`src/rtl/cwp_pkg.sv`:
```
package cwp_pkg;

  // Operation performed on the single data-array port in a cycle.
  typedef enum logic [1:0] {
    ARR_IDLE   = 2'd0,
    ARR_COMMIT = 2'd1,
    ARR_FILL   = 2'd2
  } arr_op_e;

endpackage

```
`src/rtl/cwp_tag_store.sv`:
```
module cwp_tag_store #(
  parameter int TAG_W = 4,
  parameter int IDX_W = 3
) (
  input  logic             clk,
  input  logic             rst_n,
  input  logic [IDX_W-1:0] lk_idx,
  input  logic [TAG_W-1:0] lk_tag,
  output logic             lk_hit,
  input  logic             fl_en,
  input  logic [IDX_W-1:0] fl_idx,
  input  logic [TAG_W-1:0] fl_tag
);
  localparam int LINES = 1 << IDX_W;

  logic [LINES-1:0] line_ok;
  logic [TAG_W-1:0] line_tag [LINES];

  always_ff @(posedge clk or negedge rst_n) begin
    if (!rst_n) begin
      line_ok <= '0;
      for (int l = 0; l < LINES; l++) line_tag[l] <= '0;
    end else if (fl_en) begin
      line_ok[fl_idx]  <= 1'b1;
      line_tag[fl_idx] <= fl_tag;
    end
  end

  assign lk_hit = line_ok[lk_idx] && (line_tag[lk_idx] == lk_tag);

endmodule

```
`src/rtl/cwp_data_store.sv`:
```
module cwp_data_store
  import cwp_pkg::*;
#(
  parameter int DW    = 16,
  parameter int IDX_W = 3,
  parameter int OFF_W = 1
) (
  input  logic                    clk,
  input  logic                    rst_n,
  input  arr_op_e                 op,
  input  logic [IDX_W+OFF_W-1:0]  w_loc,
  input  logic [DW-1:0]           w_word,
  input  logic [(2**OFF_W)*DW-1:0] fill_line,
  input  logic [IDX_W+OFF_W-1:0]  r_loc,
  output logic [DW-1:0]           r_word
);
  localparam int LINES = 1 << IDX_W;
  localparam int WORDS = 1 << OFF_W;

  logic [IDX_W-1:0] w_idx;
  logic [OFF_W-1:0] w_off;
  logic [IDX_W-1:0] r_idx;
  logic [OFF_W-1:0] r_off;
  logic [DW-1:0]    col_rd [WORDS];

  assign {w_idx, w_off} = w_loc;
  assign {r_idx, r_off} = r_loc;

  // One column of storage per word position in a line.
  for (genvar w = 0; w < WORDS; w++) begin : g_col
    logic [DW-1:0] col [LINES];

    always_ff @(posedge clk or negedge rst_n) begin
      if (!rst_n) begin
        for (int l = 0; l < LINES; l++) col[l] <= '0;
      end else if (op == ARR_FILL) begin
        col[w_idx] <= fill_line[w*DW +: DW];
      end else if (op == ARR_COMMIT && w_off == OFF_W'(w)) begin
        col[w_idx] <= w_word;
      end
    end

    assign col_rd[w] = col[r_idx];
  end

  assign r_word = col_rd[r_off];

endmodule

```
`src/rtl/cwp_delay_buf.sv`:
```
module cwp_delay_buf #(
  parameter int KEY_W = 4,
  parameter int LOC_W = 4,
  parameter int DW    = 16
) (
  input  logic             clk,
  input  logic             rst_n,
  input  logic             load,
  input  logic             clear,
  input  logic [KEY_W-1:0] ld_key,
  input  logic [LOC_W-1:0] ld_loc,
  input  logic [DW-1:0]    ld_data,
  input  logic [KEY_W-1:0] pr_key,
  input  logic [LOC_W-1:0] pr_loc,
  output logic             held,
  output logic [LOC_W-1:0] held_loc,
  output logic [DW-1:0]    held_data,
  output logic             pr_match
);
  logic [KEY_W-1:0] held_key;

  always_ff @(posedge clk or negedge rst_n) begin
    if (!rst_n) begin
      held      <= 1'b0;
      held_key  <= '0;
      held_loc  <= '0;
      held_data <= '0;
    end else if (load) begin
      held      <= 1'b1;
      held_key  <= ld_key;
      held_loc  <= ld_loc;
      held_data <= ld_data;
    end else if (clear) begin
      held <= 1'b0;
    end
  end

  assign pr_match = held && (held_key == pr_key) && (held_loc == pr_loc);

endmodule

```
`src/rtl/cwp_write_path.sv`:
```
module cwp_write_path
  import cwp_pkg::*;
#(
  parameter int TAG_W = 4,
  parameter int IDX_W = 3,
  parameter int OFF_W = 1,
  parameter int DW    = 16
) (
  input  logic                         clk,
  input  logic                         rst_n,
  input  logic                         req_valid,
  output logic                         req_ready,
  input  logic                         req_write,
  input  logic [TAG_W+IDX_W+OFF_W-1:0] req_addr,
  input  logic [DW-1:0]                req_wdata,
  output logic                         rsp_valid,
  output logic [DW-1:0]                rsp_rdata,
  output logic                         miss_valid,
  output logic                         miss_write,
  output logic [TAG_W+IDX_W+OFF_W-1:0] miss_addr,
  input  logic                         fill_valid,
  output logic                         fill_ready,
  input  logic [TAG_W+IDX_W-1:0]       fill_addr,
  input  logic [(2**OFF_W)*DW-1:0]     fill_data
);
  localparam int ADDR_W = TAG_W + IDX_W + OFF_W;
  localparam int LOC_W  = IDX_W + OFF_W;

  logic [TAG_W-1:0] req_tag;
  logic [LOC_W-1:0] req_loc;
  logic [IDX_W-1:0] req_idx;
  logic [TAG_W-1:0] fl_tag;
  logic [IDX_W-1:0] fl_idx;

  assign req_tag = req_addr[ADDR_W-1 -: TAG_W];
  assign req_loc = req_addr[LOC_W-1:0];
  assign req_idx = req_addr[OFF_W +: IDX_W];
  assign {fl_tag, fl_idx} = fill_addr;

  logic             tag_hit;
  logic             buf_v;
  logic [LOC_W-1:0] buf_loc;
  logic [DW-1:0]    buf_data;
  logic             buf_match;
  logic [DW-1:0]    arr_word;

  // Request classification for this cycle.
  logic wr_hit, byp_rd, stall_drain, acc, fill_go, commit, arr_rd, arr_wr;
  arr_op_e arr_op;
  logic [LOC_W-1:0] w_loc;

  assign wr_hit      = req_write && tag_hit;
  assign byp_rd      = !req_write && tag_hit && buf_match;
  assign stall_drain = buf_v && req_valid && !wr_hit && !byp_rd;
  assign req_ready   = !fill_valid && !stall_drain;
  assign acc         = req_valid && req_ready;

  assign fill_ready  = !buf_v;
  assign fill_go     = fill_valid && !buf_v;
  assign commit      = buf_v && (fill_valid || stall_drain || (acc && wr_hit));

  always_comb begin
    if (fill_go)     arr_op = ARR_FILL;
    else if (commit) arr_op = ARR_COMMIT;
    else             arr_op = ARR_IDLE;
  end

  assign w_loc  = fill_go ? {fl_idx, {OFF_W{1'b0}}} : buf_loc;
  assign arr_rd = acc && !req_write && tag_hit && !byp_rd;
  assign arr_wr = (arr_op != ARR_IDLE);

  assign rsp_valid  = acc && !req_write && tag_hit;
  assign rsp_rdata  = byp_rd ? buf_data : arr_word;
  assign miss_valid = acc && !tag_hit;
  assign miss_write = req_write;
  assign miss_addr  = req_addr;

  cwp_tag_store #(.TAG_W(TAG_W), .IDX_W(IDX_W)) u_tags (
    .clk    (clk),
    .rst_n  (rst_n),
    .lk_idx (req_idx),
    .lk_tag (req_tag),
    .lk_hit (tag_hit),
    .fl_en  (fill_go),
    .fl_idx (fl_idx),
    .fl_tag (fl_tag)
  );

  cwp_delay_buf #(.KEY_W(TAG_W), .LOC_W(LOC_W), .DW(DW)) u_dbuf (
    .clk       (clk),
    .rst_n     (rst_n),
    .load      (acc && wr_hit),
    .clear     (commit),
    .ld_key    (req_tag),
    .ld_loc    (req_loc),
    .ld_data   (req_wdata),
    .pr_key    (req_tag),
    .pr_loc    (req_loc),
    .held      (buf_v),
    .held_loc  (buf_loc),
    .held_data (buf_data),
    .pr_match  (buf_match)
  );

  cwp_data_store #(.DW(DW), .IDX_W(IDX_W), .OFF_W(OFF_W)) u_data (
    .clk       (clk),
    .rst_n     (rst_n),
    .op        (arr_op),
    .w_loc     (w_loc),
    .w_word    (buf_data),
    .fill_line (fill_data),
    .r_loc     (req_loc),
    .r_word    (arr_word)
  );

endmodule

```
`config.mk`:
```
export PLATFORM = sky130hd
export DESIGN_NAME = cwp_write_path
export DESIGN_NICKNAME = d
export VERILOG_FILES = /design/src/rtl/cwp_pkg.sv /design/src/rtl/cwp_tag_store.sv /design/src/rtl/cwp_data_store.sv /design/src/rtl/cwp_delay_buf.sv /design/src/rtl/cwp_write_path.sv
export SDC_FILE = /design/constraint.sdc
export NUM_CORES = 1
export LEC_CHECK = 0
export CORE_UTILIZATION = 40
export CTS_CLUSTER_SIZE = 8
export DETAILED_ROUTE_END_ITERATION = 16
export REMOVE_ABC_BUFFERS = 1
export SLEW_MARGIN = 20
export SYNTH_ARGS = -nofsm -noshare
export SYNTH_HDL_FRONTEND = slang
export SYNTH_HIERARCHICAL = 1
export SYNTH_SLANG_ARGS = --single-unit
```
`constraint.sdc`:
```
create_clock -name clk -period 4.5 [get_ports clk]
set_input_delay 0.45 -clock clk [delete_from_list [all_inputs] [get_ports clk]]
set_output_delay 0.45 -clock clk [all_outputs]
set_load 0.02 [all_outputs]
```
==> results.sh <==
export IMPL_status="finished clean"
export IMPL_antenna_found_initial=0
export IMPL_finalPower_mw=11.6
export IMPL_syn_avg_cell_area_um2=16.1
export IMPL_required_ns=4.05
export IMPL_startpoint_type="input pin"
export IMPL_timing_critical_path_slowest_stage_cell="clkdlybuf4s50_1"
export IMPL_synthArstFlopShare=1.00
export IMPL_finish_utilization=0.487
export IMPL_cts_max_level=2
export IMPL_top_usage_layer="met2"
export IMPL_synth_most_common_cell="mux2_2"
export IMPL_firstDrtPassIters=5
export IMPL_grt_pass1_vias=9400
export IMPL_port_buffers=96
export IMPL_worstPathArrival_ns=3.76
export IMPL_skew_ns=0.0201
export IMPL_synthCells=959
export IMPL_rr_worst_depth=13
export IMPL_drtAntennaViolNets=0
export IMPL_synth_edf_count=0
export IMPL_cts_sinks=321
export IMPL_met2_usage=0.310
export IMPL_setup_slack_ns=0.293
export IMPL_synth_area_leader_cell="dfrtp_1"
export IMPL_grt_setup_unrepaired="false"
export IMPL_cap_violations=0
export IMPL_syn_area_um2=15400
export IMPL_worst_path_max_fanout=17
export IMPL_die_area_um2=39400
export IMPL_crit_path_cell_trace="clkdlybuf4s50_1, mux2i_1, mux4_1, xnor2_1, nor4_2, buf_4, nand3b_4, buf_4, mux2_2, clkdlybuf4s50_1"
export IMPL_routed_wl_um=37700
export IMPL_cts_buffers=46
export IMPL_slew_headroom=0.333
export IMPL_fmax_mhz=238
export IMPL_reg2reg_slack_ns=0.85
export IMPL_drt_wirelength_per_cell_um=23.6
export IMPL_fp_coreArea_um2=37800
export IMPL_ys_seq_area_frac=0.520
export IMPL_hold_end="u_dbuf/held_loc[2]"
export IMPL_p_switching_mw=3.57
export IMPL_yosys_top_cells_area="dfrtp_1 52%, mux2_2 25%, mux4_2 10%"
export IMPL_grt_pass1_wl_um=59000
export IMPL_n_antenna_cell=0
export IMPL_fin_crit_ns=4.21
export IMPL_pwr_share_clk=0.261
export IMPL_netlist_area_leader_share=0.520
export IMPL_gp_congestion=0.747
export IMPL_layout_drive_gt1_share=0.516
export IMPL_start_util=0.408
export IMPL_drt_iter0_markers=449
export IMPL_internal_power_mw=8.06
export IMPL_fill_cells=3249
export IMPL_crit_type="input pin to output pin"
export IMPL_timing_setup_tns_ns=0
export IMPL_finalNetCount=1151
export IMPL_die_y_um=198
export IMPL_use_met1=0.295
export IMPL_grt_overflow_total=0
export IMPL_synthTopCellsByCount="336 x mux2_2, 321 x dfrtp_1, 70 x mux4_2"
export IMPL_io_pins=97
export IMPL_cts_repair_resized=0
export IMPL_tightest_slew_ns=1.00
export IMPL_power_frac_comb=0.338
export IMPL_cts_path_max_buffers=3
export IMPL_cts_root_buf="clkbuf_16"
export IMPL_drt_vias_per_instance=5.48
export IMPL_power_density_nw_per_um2=630
export IMPL_clk_insertion_delay_late_ns=0.57
export IMPL_timing_rr_end="u_data/g_col[0].col[33]"
export IMPL_grt_max_degree=103
export IMPL_p_leak_nw=7.99
export IMPL_ys_flop_type="dfrtp_1"
export IMPL_dp_hpwl_um=24100
export IMPL_grt_use_total=0.201
export IMPL_drv_slew=0
export IMPL_clk_pin_slew_ns=0.05
export IMPL_slowest_delay_ns=0.70
export IMPL_end_kind="output pin"
export IMPL_r2r_start="u_tags/line_tag[0]"
export IMPL_worstHoldStart="req_addr[2]"
export IMPL_ir_worst_vdd_mv=0.300
export IMPL_area_growth_syn_to_layout_pct=19.4
export IMPL_grt_met3_usage=0.0331
export IMPL_die_w_um=198
export IMPL_period_share=0.935
export IMPL_yosys_cell_types_count=42
export IMPL_route_detailed_drc=0
export IMPL_num_vias=8748
export IMPL_hold_depth=2
export IMPL_holdCritPathClass="input pin to flip-flop"
export IMPL_pre_cts_slack_ns=0.0901
export IMPL_seqPwrFrac=0.401
export IMPL_swShare=0.307
export IMPL_std_cell_rows=71
export IMPL_hold_violations=0
export IMPL_cts_tree="built"
export IMPL_setup_viol=0
export IMPL_synth_seq_cells=321
export IMPL_yosysWarnings=6
[what timing repair did]
item	in CTS	in global routing
endpoints found under the setup margin	0	0
setup buffers	0	0
hold buffers	1	0
endpoints found under the hold margin	46	0
[flip-flops by register name (all words and copies together) (netlist names)]
signal            count
u_dbuf/held_data     16
u_dbuf/held_loc       4
u_tags/line_ok        8
u_dbuf/held_key       4
u_tags/line_tag      32
u_dbuf/held           1
u_data/g_col.col    256
[cell usage in the layout (no fill, tap or decap), drive strengths merged, types with 6 or more instances in the layout]
master         count
nand2b             8
dfrtp            321
nand2             20
inv                6
a211oi            12
clkbuf            47
mux2i              8
mux4              73
a22oi             32
buf               48
clkdlybuf4s50     93
mux2             363
xnor2             10
[area by class of cell]
| cell class | count | area, um^2 | share of cell area |
|---|---|---|---|
| clock inverter | 4 | 67.6 | 0.00366 |
| tap | 511 | 639 | 0.0347 |
| clock buffer | 47 | 1150 | 0.0626 |
| timing repair buffer | 142 | 1510 | 0.0818 |
| multi-input combinational | 568 | 7020 | 0.381 |
| inverter | 4 | 15.0 | 0.000814 |
| sequential | 321 | 8030 | 0.436 |
[power groups by stage]
stage / Combinational, mW / Sequential (mW) / Clock (mW)
6_report: 3.93 / 4.66 / 3.04
2_1_floorplan: 2.82 / 4.43 / 0
3_3_place_gp: 3.88 / 4.67 / 0
5_1_grt: 4.22 / 4.80 / 3.23
3_5_place_dp: 3.95 / 4.69 / 0
4_1_cts: 3.96 / 4.66 / 3.12
[cell families after synthesis]
kind of cell,share of synthesized area
multiplexers,0.384
flip-flops,0.520
buffers and inverters,0.0288
AND/OR/NAND/NOR,0.0235
AO/OA/AOI/OAI,0.0366
XOR/XNOR,0.00681
[critical path: cells and delay by family]
kind,cells,cell delay [ns]
XOR/XNOR,1,0.16
buffers and inverters,4,1.81
multiplexers,3,0.95
AND/OR/NAND/NOR,2,0.36
[routing by layer]
metal,vias to the layer above,share of wire
li1,3844,-
met2,154,0.47
met4,0,0.018
met5,-,0
met1,4690,0.48
met3,60,0.039
[per-stage QoR]
stage / cells / hold slack [ns] / area [um^2]
after detailed placement: 1545 / 0.447 / 17200
after global routing: 1597 / 0.433 / 18400
after global placement: 1545 / 0.443 / 17200
final: 1597 / 0.420 / 18400
after floorplan: 893 / 0.154 / 15000
after CTS: 1597 / 0.432 / 18400
[how the worst max path moves through the flow]
stage	start	to	slack, ns	depth (start not counted)
after CTS	req_addr[3]	rsp_rdata[4]	0.25	10
after detailed placement	req_addr[3]	u_data/g_col[0].col[33]	0.09	13
final	req_addr[3]	rsp_rdata[4]	0.29	10
after global placement	req_addr[3]	u_data/g_col[0].col[2]	0.13	13
after global routing	req_addr[3]	rsp_rdata[14]	0.09	12
after floorplan	req_addr[3]	u_data/g_col[0].col[0]	-0.50	9
Note: power is estimated with default switching activity, not from simulation.
